<file path="config.mk">
export PLATFORM = sky130hd
export DESIGN_NAME = tsmon_engine
export DESIGN_NICKNAME = d
export VERILOG_FILES = /design/src/rtl/tsmon_pkg.sv /design/src/rtl/tsmon_hit_counter.sv /design/src/rtl/tsmon_counter_bank.sv /design/src/rtl/tsmon_pkt_seq.sv /design/src/rtl/tsmon_engine.sv
export SDC_FILE = /design/constraint.sdc
export NUM_CORES = 2
export LEC_CHECK = 0
export ABC_AREA = 0
export BUFFER_PORTS_ARGS = -buffer_cell sky130_fd_sc_hd__buf_4
export CORE_UTILIZATION = 45
export CTS_BUF_LIST = sky130_fd_sc_hd__clkbuf_4 sky130_fd_sc_hd__clkbuf_8
export CTS_CLUSTER_SIZE = 25
export DETAILED_ROUTE_END_ITERATION = 8
export GPL_ROUTABILITY_DRIVEN = 0
export GPL_TIMING_DRIVEN = 0
export PLACE_DENSITY_LB_ADDON = 0.25
export SYNTH_ARGS = -nofsm -noshare
export SYNTH_HDL_FRONTEND = slang
export SYNTH_SLANG_ARGS = --single-unit
</file>
<file path="constraint.sdc">
create_clock -name clk -period 6.5 [get_ports clk]
set_input_delay 0.65 -clock clk [delete_from_list [all_inputs] [get_ports clk]]
set_output_delay 0.65 -clock clk [all_outputs]
set_load 0.01 [all_outputs]
</file>
<file path="src/rtl/tsmon_pkg.sv">
package tsmon_pkg;
   // flags travelling with the word held in the fetch stage
   typedef struct packed {
      logic valid;
      logic is_mem;
      logic fresh;
      logic last;
   } stage_flags_t;

   function automatic int unsigned width_of(input int unsigned n);
      return (n > 1) ? $clog2(n) : 1;
   endfunction
endpackage

</file>
<file path="src/rtl/tsmon_hit_counter.sv">
module tsmon_hit_counter #(
   parameter int unsigned CNT_W    = 16,
   parameter bit          SATURATE = 1'b1
) (
   input  logic             clk,
   input  logic             rst_n,
   input  logic             hit_i,
   input  logic             capture_i,
   output logic [CNT_W-1:0] snap_o
);
   logic [CNT_W-1:0] cnt_q;
   logic             at_max;

   generate
      if (SATURATE) begin : g_sat
         assign at_max = &cnt_q;
      end else begin : g_wrap
         assign at_max = 1'b0;
      end
   endgenerate

   always_ff @(posedge clk) begin
      if (!rst_n) begin
         cnt_q  <= '0;
         snap_o <= '0;
      end else if (capture_i) begin
         snap_o <= cnt_q;
         cnt_q  <= hit_i ? CNT_W'(1) : '0;
      end else if (hit_i && !at_max) begin
         cnt_q <= cnt_q + CNT_W'(1);
      end
   end
endmodule

</file>
<file path="src/rtl/tsmon_counter_bank.sv">
module tsmon_counter_bank #(
   parameter int unsigned NUM_CH   = 31,
   parameter int unsigned CNT_W    = 16,
   parameter bit          SATURATE = 1'b1
) (
   input  logic              clk,
   input  logic              rst_n,
   input  logic [NUM_CH-1:0] hit_i,
   input  logic              capture_i,
   output logic [CNT_W-1:0]  snap_o [NUM_CH]
);
   generate
      for (genvar c = 0; c < NUM_CH; c++) begin : g_ch
         tsmon_hit_counter #(
            .CNT_W   (CNT_W),
            .SATURATE(SATURATE)
         ) u_cnt (
            .clk      (clk),
            .rst_n    (rst_n),
            .hit_i    (hit_i[c]),
            .capture_i(capture_i),
            .snap_o   (snap_o[c])
         );
      end
   endgenerate
endmodule

</file>
<file path="src/rtl/tsmon_pkt_seq.sv">
module tsmon_pkt_seq
   import tsmon_pkg::*;
#(
   parameter int unsigned NUM_CH    = 31,
   parameter int unsigned CNT_W     = 16,
   parameter int unsigned DATA_W    = 32,
   parameter int unsigned MEM_WORDS = 16,
   localparam int unsigned TOTAL    = NUM_CH + MEM_WORDS,
   localparam int unsigned IDX_W    = width_of(TOTAL + 1),
   localparam int unsigned CH_W     = width_of(NUM_CH),
   localparam int unsigned MEM_AW   = width_of(MEM_WORDS)
) (
   input  logic              clk,
   input  logic              rst_n,
   input  logic              start_i,
   input  logic [CNT_W-1:0]  snap_i [NUM_CH],
   output logic              mem_rd_o,
   output logic [MEM_AW-1:0] mem_addr_o,
   input  logic [DATA_W-1:0] mem_data_i,
   output logic              out_valid_o,
   input  logic              out_ready_i,
   output logic [DATA_W-1:0] out_data_o,
   output logic              out_last_o,
   output logic              busy_o
);
   logic [IDX_W-1:0]  fidx_q;
   logic              fetching_q;
   stage_flags_t      s1_q;
   logic [DATA_W-1:0] s1_data_q;
   logic [DATA_W-1:0] s1_word;
   logic [DATA_W-1:0] snap_word;
   logic [IDX_W-1:0]  mem_off;
   logic              out_free, move, issue, issue_mem, issue_last, done;

   assign out_free   = !out_valid_o || out_ready_i;
   assign move       = s1_q.valid && out_free;
   assign issue      = fetching_q && (!s1_q.valid || move);
   assign issue_mem  = (fidx_q >= IDX_W'(NUM_CH));
   assign issue_last = (fidx_q == IDX_W'(TOTAL - 1));
   assign done       = out_valid_o && out_ready_i && out_last_o;
   assign mem_off    = fidx_q - IDX_W'(NUM_CH);

   assign mem_rd_o   = issue && issue_mem;
   assign mem_addr_o = mem_off[MEM_AW-1:0];

   always_comb begin
      snap_word = '0;
      if (!issue_mem) snap_word[CNT_W-1:0] = snap_i[fidx_q[CH_W-1:0]];
   end

   // memory data is on the bus only in the cycle after the read
   assign s1_word = (s1_q.fresh && s1_q.is_mem) ? mem_data_i : s1_data_q;

   always_ff @(posedge clk) begin
      if (!rst_n) begin
         fidx_q     <= '0;
         fetching_q <= 1'b0;
         busy_o     <= 1'b0;
      end else begin
         if (start_i) begin
            fidx_q     <= '0;
            fetching_q <= 1'b1;
            busy_o     <= 1'b1;
         end else begin
            if (issue) begin
               fidx_q <= fidx_q + IDX_W'(1);
               if (issue_last) fetching_q <= 1'b0;
            end
            if (done) busy_o <= 1'b0;
         end
      end
   end

   always_ff @(posedge clk) begin
      if (!rst_n) begin
         s1_q      <= '0;
         s1_data_q <= '0;
      end else if (issue) begin
         s1_q.valid  <= 1'b1;
         s1_q.is_mem <= issue_mem;
         s1_q.fresh  <= 1'b1;
         s1_q.last   <= issue_last;
         s1_data_q   <= snap_word;
      end else begin
         if (move) s1_q.valid <= 1'b0;
         s1_q.fresh <= 1'b0;
         if (s1_q.fresh && s1_q.is_mem) s1_data_q <= mem_data_i;
      end
   end

   always_ff @(posedge clk) begin
      if (!rst_n) begin
         out_valid_o <= 1'b0;
         out_data_o  <= '0;
         out_last_o  <= 1'b0;
      end else if (move) begin
         out_valid_o <= 1'b1;
         out_data_o  <= s1_word;
         out_last_o  <= s1_q.last;
      end else if (out_ready_i) begin
         out_valid_o <= 1'b0;
         out_last_o  <= 1'b0;
      end
   end
endmodule

</file>
<file path="src/rtl/tsmon_engine.sv">
module tsmon_engine
   import tsmon_pkg::*;
#(
   parameter int unsigned NUM_CH    = 31,
   parameter int unsigned CNT_W     = 16,
   parameter int unsigned DATA_W    = 32,
   parameter int unsigned MEM_WORDS = 16,
   parameter bit          SATURATE  = 1'b1,
   localparam int unsigned MEM_AW   = width_of(MEM_WORDS)
) (
   input  logic              clk,
   input  logic              rst_n,
   input  logic [NUM_CH-1:0] hit_i,
   input  logic              slice_start_i,
   input  logic              overrun_clr_i,
   output logic              mem_rd_o,
   output logic [MEM_AW-1:0] mem_addr_o,
   input  logic [DATA_W-1:0] mem_data_i,
   output logic              out_valid_o,
   input  logic              out_ready_i,
   output logic [DATA_W-1:0] out_data_o,
   output logic              out_last_o,
   output logic              irq_o,
   output logic              busy_o,
   output logic              overrun_o
);
   generate
      if (NUM_CH < 1 || NUM_CH > 256) begin : g_bad_ch
         $error("tsmon_engine: NUM_CH out of range");
      end
      if (CNT_W < 1 || CNT_W > DATA_W) begin : g_bad_cnt
         $error("tsmon_engine: CNT_W must fit in DATA_W");
      end
      if (MEM_WORDS < 1 || MEM_WORDS > 4096) begin : g_bad_mem
         $error("tsmon_engine: MEM_WORDS out of range");
      end
   endgenerate

   logic [CNT_W-1:0] snap [NUM_CH];
   logic             start;

   assign start = slice_start_i && !busy_o;

   tsmon_counter_bank #(
      .NUM_CH  (NUM_CH),
      .CNT_W   (CNT_W),
      .SATURATE(SATURATE)
   ) u_bank (
      .clk      (clk),
      .rst_n    (rst_n),
      .hit_i    (hit_i),
      .capture_i(slice_start_i),
      .snap_o   (snap)
   );

   tsmon_pkt_seq #(
      .NUM_CH   (NUM_CH),
      .CNT_W    (CNT_W),
      .DATA_W   (DATA_W),
      .MEM_WORDS(MEM_WORDS)
   ) u_seq (
      .clk        (clk),
      .rst_n      (rst_n),
      .start_i    (start),
      .snap_i     (snap),
      .mem_rd_o   (mem_rd_o),
      .mem_addr_o (mem_addr_o),
      .mem_data_i (mem_data_i),
      .out_valid_o(out_valid_o),
      .out_ready_i(out_ready_i),
      .out_data_o (out_data_o),
      .out_last_o (out_last_o),
      .busy_o     (busy_o)
   );

   always_ff @(posedge clk) begin
      if (!rst_n) begin
         irq_o     <= 1'b0;
         overrun_o <= 1'b0;
      end else begin
         irq_o <= slice_start_i;
         if (slice_start_i && busy_o) overrun_o <= 1'b1;
         else if (overrun_clr_i)      overrun_o <= 1'b0;
      end
   end
endmodule

</file>
==> Word level (Yosys, flattened, before mapping) <==
Cells that the tools add are included.
{ "classes": {"add_sub_neg": 33, "n_mul": 0, "n_div": 0, "magnitude_cmp": 2, "eq_ne": 1, "n_shift": 0, "mux": 112, "bitwise_logic": 2, "reduce_logical": 146} }
{ "ops": {"columns": ["operator", "n"], "rows": [
  ["16-bit two-way mux", 66],
  ["16-bit by 1-bit adder with 16-bit output, second input constant", 31],
  ["16-bit AND reduction", 31],
  ["16-bit binary-select mux with 5-bit select", 1],
  ["2-bit nonzero test", 37],
  ["1-bit two-way mux", 44],
  ["1-bit logical AND", 39],
  ["1-bit zero test", 34],
  ["32-bit two-way mux", 1],
  ["6-bit by 1-bit adder with 6-bit output, second input constant", 1],
  ["6-bit == test, second input constant", 1],
  ["6-bit by 5-bit >= comparator with 1-bit output, second input constant", 1],
  ["6-bit >= comparator, second input constant", 1],
  ["5-bit inverter with 6-bit output", 1],
  ["2-bit OR reduction", 2],
  ["4-bit subtractor, second input constant", 1],
  ["1-bit logical OR", 2],
  ["2-bit AND reduction", 1],
  ["1-bit inverter", 1]
]} }
{ "word_totals": {"ff_bits": 1072, "latchBits": 0, "mem_bits_rw": 0, "rom_bits": 0, "inputBits": 68, "output_inout_bits": 42, "wordCells": 372, "n_memories": 0} }

==> Logic depth before layout (Yosys ltp) <==
{ "depth": {"ltp_word": 7, "ltp_mapped": 11, "mapped_depth_nobuf": 7} }

==> Modules after synthesis <==
A second synthesis with hierarchy kept.
{ "unflattened": {"hier_cells": 5670, "area_unflattened_um2": 53642.7} }
{ "by_module_without_submodules": {"columns": ["module", "instances", "cells_per_inst", "area_per_inst_um2", "seq_area_each_um2"], "rows": [
  ["tsmon_hit_counter", 31, 164, 1502.7, 640.6],
  ["tsmon_pkt_seq", 1, 579, 6985.4, 1561.5],
  ["tsmon_engine", 1, 7, 73.8, 40.0]
]} }

==> Least setup slack after synthesis <==
No wires, ideal clock.
{ "synth_path": {"kind": "reg-to-output", "start": "reg u_seq.fidx_q[0]", "end": "out mem_addr_o[1]", "t_arrival_ps": 1814, "required_time_ps": 5850, "setup_slack_ps": 4036, "path_stages_with_launch": 8, "n_path_buf": 4, "cell_sequence": "dfxtp_1 -> buf_4 -> buf_4 -> buf_4 -> buf_2 -> clkinv_1 -> ha_1 -> inv_1"} }
{ "synth_between": {"elab_chain_len": 1} }
{ "synth_lines": {"columns": ["item", "line", "text"], "rows": [
  ["from (decl)", "tsmon_pkt_seq.sv:26", "logic [IDX_W-1:0] fidx_q;"],
  ["from (signal assigned)", "tsmon_pkt_seq.sv:66", "fidx_q <= fidx_q + IDX_W'(1);"],
  ["4-bit subtractor", "tsmon_pkt_seq.sv:41", "assign mem_off = fidx_q - IDX_W'(NUM_CH);"],
  ["to (decl)", "tsmon_engine.sv:17", "output logic [MEM_AW-1:0] mem_addr_o,"]
]} }
No other way between the ends.

==> Final worst setup path <==
{ "layout_path": {"start": "reg u_seq.fidx_q[1]", "end": "out mem_addr_o[3]"} }
The elaborated chain is that of the path after synthesis.

==> reports/summary.md <==
The number of instances in the placed design was 6,622. After detailed placement, the total cell area comes to 51,160 µm². Counting flops with an async set or reset pin after synthesis yields a share of 0%.

The start-to-end type of the worst setup path was register to output port. Cells with a size suffix above 1 make up 12.37% of the layout. The initial antenna violation count was 13; the number of instances on the worst hold path was 3.

The commonest cells after synthesis are 1,072 x sky130_fd_sc_hd__dfxtp_1, 992 x sky130_fd_sc_hd__nor2_1, 595 x sky130_fd_sc_hd__mux2i_1, 213 x sky130_fd_sc_hd__nand2_1. The share of power burned in combinational logic was 5.8%; the number of design rule violations left after detail routing was 0. The die is 330.7 µm tall. For the worst setup path, the data arrival time is 4.47 ns.

For the number of routed nets with antenna violations, the log shows 0. TritonCTS built the clock tree. The proportion of power drawn by flip-flops and latches is 47.8%, and the total clock sinks is 1,072. In this run the number of H-tree levels came out at 4. Across every metal layer, demand over resource in global routing totals 29.95%. For this design the ratio of total power to cell area is 253.4 nW/µm². The post-layout minimum cycle time works out to 5.123 ns. The port buffer count was 98.

The count of cells in the finished layout, fillers not included, comes to 6,955. The synthesized netlist contains 77 unique library cells. The setup skew after layout is 0.04962 ns. The number of synthesized flops with an enable pin was 0.

The class of the tightest hold or removal check is input port to register. The total congestion overflow is 0. For the aggregate negative setup slack, the log shows 0 ns.

Yosys attributes the largest share of cell area to sky130_fd_sc_hd__dfxtp_1 44%, sky130_fd_sc_hd__mux2i_1 12%, sky130_fd_sc_hd__nor2_1 7.7%. The start of the worst register-to-register path is u_seq.fidx_q[1]$_SDFFE_PP0P_. The logs give 55,100 µm² for the area of all placed cells without fillers and 51.47% for the fraction of the core area covered by cells at the end of the flow. In the final routed layout, each cell accounts on average for 24.06 µm.

The share of total power dissipated in the clock network is 46.4%. Detailed routing inserted a total of 41.66k vias. In this run the worst setup path begins at u_seq.fidx_q[1]$_SDFFE_PP0P_. The largest total area in the synthesized netlist belongs to sky130_fd_sc_hd__dfxtp_1. For the clock latency of the later-clocked register in the worst-skew pair, the log shows 0.89 ns.

The worst setup path is launched from a register. In this run the worst path has a maximum fanout of 10. The overall power after layout came out at 13.96 mW. Most frequently used cell type in the post-synthesis netlist: sky130_fd_sc_hd__dfxtp_1. Setup repair after global routing left no endpoint under its margin.

The max-cap check violation count is 1. Startpoint of the most critical hold path: mem_data_i[28]. Post-CTS repair changed the size of 0 cells. The run gives 11 as the number of slew-limit violations in the final report. The clock-pin slew reported for the worst setup and hold paths after clock tree synthesis was 0.06 ns. The area of the mapped netlist is 48,620 µm². STA puts the critical path data required time at 5.85 ns. The sequential cells in the finished layout cover a total of 21,460 µm².

The endpoint type of the worst setup path is an output port. For the internal power consumption, the log shows 10.46 mW. The final layout contains routed wiring with a total length of 167.4 mm. The tools report the warning count from the yosys run as 0. Register bit total from synthesis: 1,072. The sequential area share after synthesis came out at 44.14%. Headroom to the max-slew limit came out at -4.292%. The tree is rooted in a sky130_fd_sc_hd__clkbuf_8.

The final reports fail on max-capacitance violations, max-slew violations. After clock tree synthesis, the setup repair step added 0 buffers. Entering global routing, the biggest net connects 17 pins. Using the TritonRoute via totals, the vias-per-cell ratio works out to 5.991. The placeable core area came out at 107,100 µm².

The number of cells produced by synthesis came out at 5,119. The floorplan has 120 rows. The tools report the maximum number of buffers from clock root to sink as 3. The first global-routing pass estimated 243.1 mm of wire. The pin slew with the least headroom to its limit came out at 1.564 ns. 110 I/O pins were placed. From left edge to right edge, the die measures 330.7 µm. The final critical path takes up 78.81% of the cycle.

The tools report the via count of the first global-routing pass as 37.44k. The final-report hold violation count was 0; the synthesized netlist net count was 5,220. For this configuration, the core starts out at a cell density of 45.41%. The final layout contains 5,503 nets.

The run finished, with violations left. For this block, the initial DRC count from the detailed router was 4,648. The switching share of power was 25.08%; the number of filler instances in the final layout was 9,875. The placed wire-length estimate is 122.7 mm.

For this design the static power due to leakage is 20.54 nW. In the final layout, the multi-input gates occupy 25,680 µm². The share of synthesized area in the top cell type comes to 44.14%.

Before antenna repair, the detailed router went through 8 iterations. IR analysis of the VDD net gives a maximum drop of 187.0 µV. Setup violations remaining at the end of the flow were counted as 0. The depth of the worst register-to-register path is 8, and the maximum operating frequency is 195.2 MHz. Leading register cell type out of synthesis: sky130_fd_sc_hd__dfxtp_1. Signed area change from the synthesized netlist to the final layout: 13.33%.

In this run, CTS created clock tree buffers numbering 178. The area enclosed by the die boundary came out at 109,400 µm². The mean instance size in the synthesized netlist works out to 9.497 µm². The power dissipated by switching net loads was 3.502 mW.
## cell families (layout without fill, tap and decap cells)
kind of cell	count (synthesis)	count (layout)	synth area share (%)
AO/OA/AOI/OAI	664	664	9.214
XOR/XNOR	335	335	6.035
adder cells (fa/ha/maj)	33	33	0.8493
buffers and inverters	354	782	3.047
flip-flops	1072	1072	44.14
multiplexers	717	717	17.83
other	0	5	0
AND/OR/NAND/NOR	1944	1944	18.88
## final timing paths
kind / to / slack [ns]
max: mem_addr_o[3] / 1.38
min: u_seq.s1_data_q[28]$_SDFF_PP0_ / 0.06
max reg2reg: u_seq.s1_data_q[14]$_SDFF_PN0_ / 2.47
min reg2reg: u_seq.s1_q[0]$_SDFFE_PN0P_ / 0.46
## cells in the final DEF, fill, tap and decap left out, types with 137 or more instances in the layout
master                     netlist  routed
sky130_fd_sc_hd__dfxtp_1      1072    1072
sky130_fd_sc_hd__nor2_1        992     991
sky130_fd_sc_hd__mux2i_1       595     595
sky130_fd_sc_hd__clkbuf_8        0     225
sky130_fd_sc_hd__nand2_1       213     213
sky130_fd_sc_hd__xor2_1        198     198
sky130_fd_sc_hd__clkbuf_1      198     182
sky130_fd_sc_hd__nand3_1       161     161
sky130_fd_sc_hd__a21oi_1       147     147
sky130_fd_sc_hd__xnor2_1       137     137
## metal layers
layer  wire length [µm]  track usage, %  up-vias
li1                   -               -    19040
met1              71900           41.78    20260
met2              69250           42.88     1978
met3              18720           8.121      369
met4               7380           13.61       14
met5                 96               0        -
## through the flow
step,hold WS (ns),worst slack [ns]
6_report,0.05506,1.377
5_1_grt,0.03654,1.498
4_1_cts,0.0003011,1.519
3_5_place_dp,0.4510,2.266
3_3_place_gp,0.4472,0.6130
2_1_floorplan,0.4321,4.036
## sequential cells by signal (all words and copies together) (netlist names)
register and flops:
irq_o 1, u_bank.g_ch.u_cnt.cnt_q 496, u_seq.busy_o 1, u_seq.s1_data_q 32, u_seq.s1_q 4, u_seq.out_data_o 32, u_seq.out_last_o 1, u_seq.fidx_q 6
u_seq.fetching_q 1, u_bank.g_ch.u_cnt.snap_o 496, overrun_o 1, u_seq.out_valid_o 1
## timing repair
action | in CTS | in global routing
hold buffers | 3 | 0
setup endpoints to repair | 0 | 0
hold endpoints to repair | 3 | 0
## critical path: stages (launching register included)
cell and delay, ns:
sky130_fd_sc_hd__dfxtp_1 0.35, sky130_fd_sc_hd__clkbuf_1 0.52, sky130_fd_sc_hd__clkbuf_1 0.86, sky130_fd_sc_hd__clkbuf_1 0.83
sky130_fd_sc_hd__nand3_1 0.24, sky130_fd_sc_hd__xnor2_1 0.56, sky130_fd_sc_hd__buf_4 0.23
## power by group through the flow
| stage | logic (mW) | clock network, mW | registers (mW) |
|---|---|---|---|
| 2_1_floorplan | 0.446 | 0 | 6.80 |
| 3_3_place_gp | 0.783 | 0 | 6.82 |
| 3_5_place_dp | 0.790 | 0 | 6.82 |
| 4_1_cts | 0.793 | 6.53 | 6.67 |
| 5_1_grt | 0.844 | 6.85 | 6.68 |
| 6_report | 0.812 | 6.48 | 6.68 |
## area by class of cell
| type | count | share of cell area (%) |
|---|---|---|
| multi-input cells | 3693 | 46.60 |
| flip-flops and latches | 1072 | 38.95 |
| clock buffers | 293 | 6.547 |
| well taps | 1403 | 3.186 |
| plain buffers | 307 | 2.407 |
| repair buffers | 103 | 1.437 |
| clock inverters | 32 | 0.5291 |
| inverters | 47 | 0.3202 |
| diodes | 5 | 0.02271 |
Power figures use the tool's default switching activity.
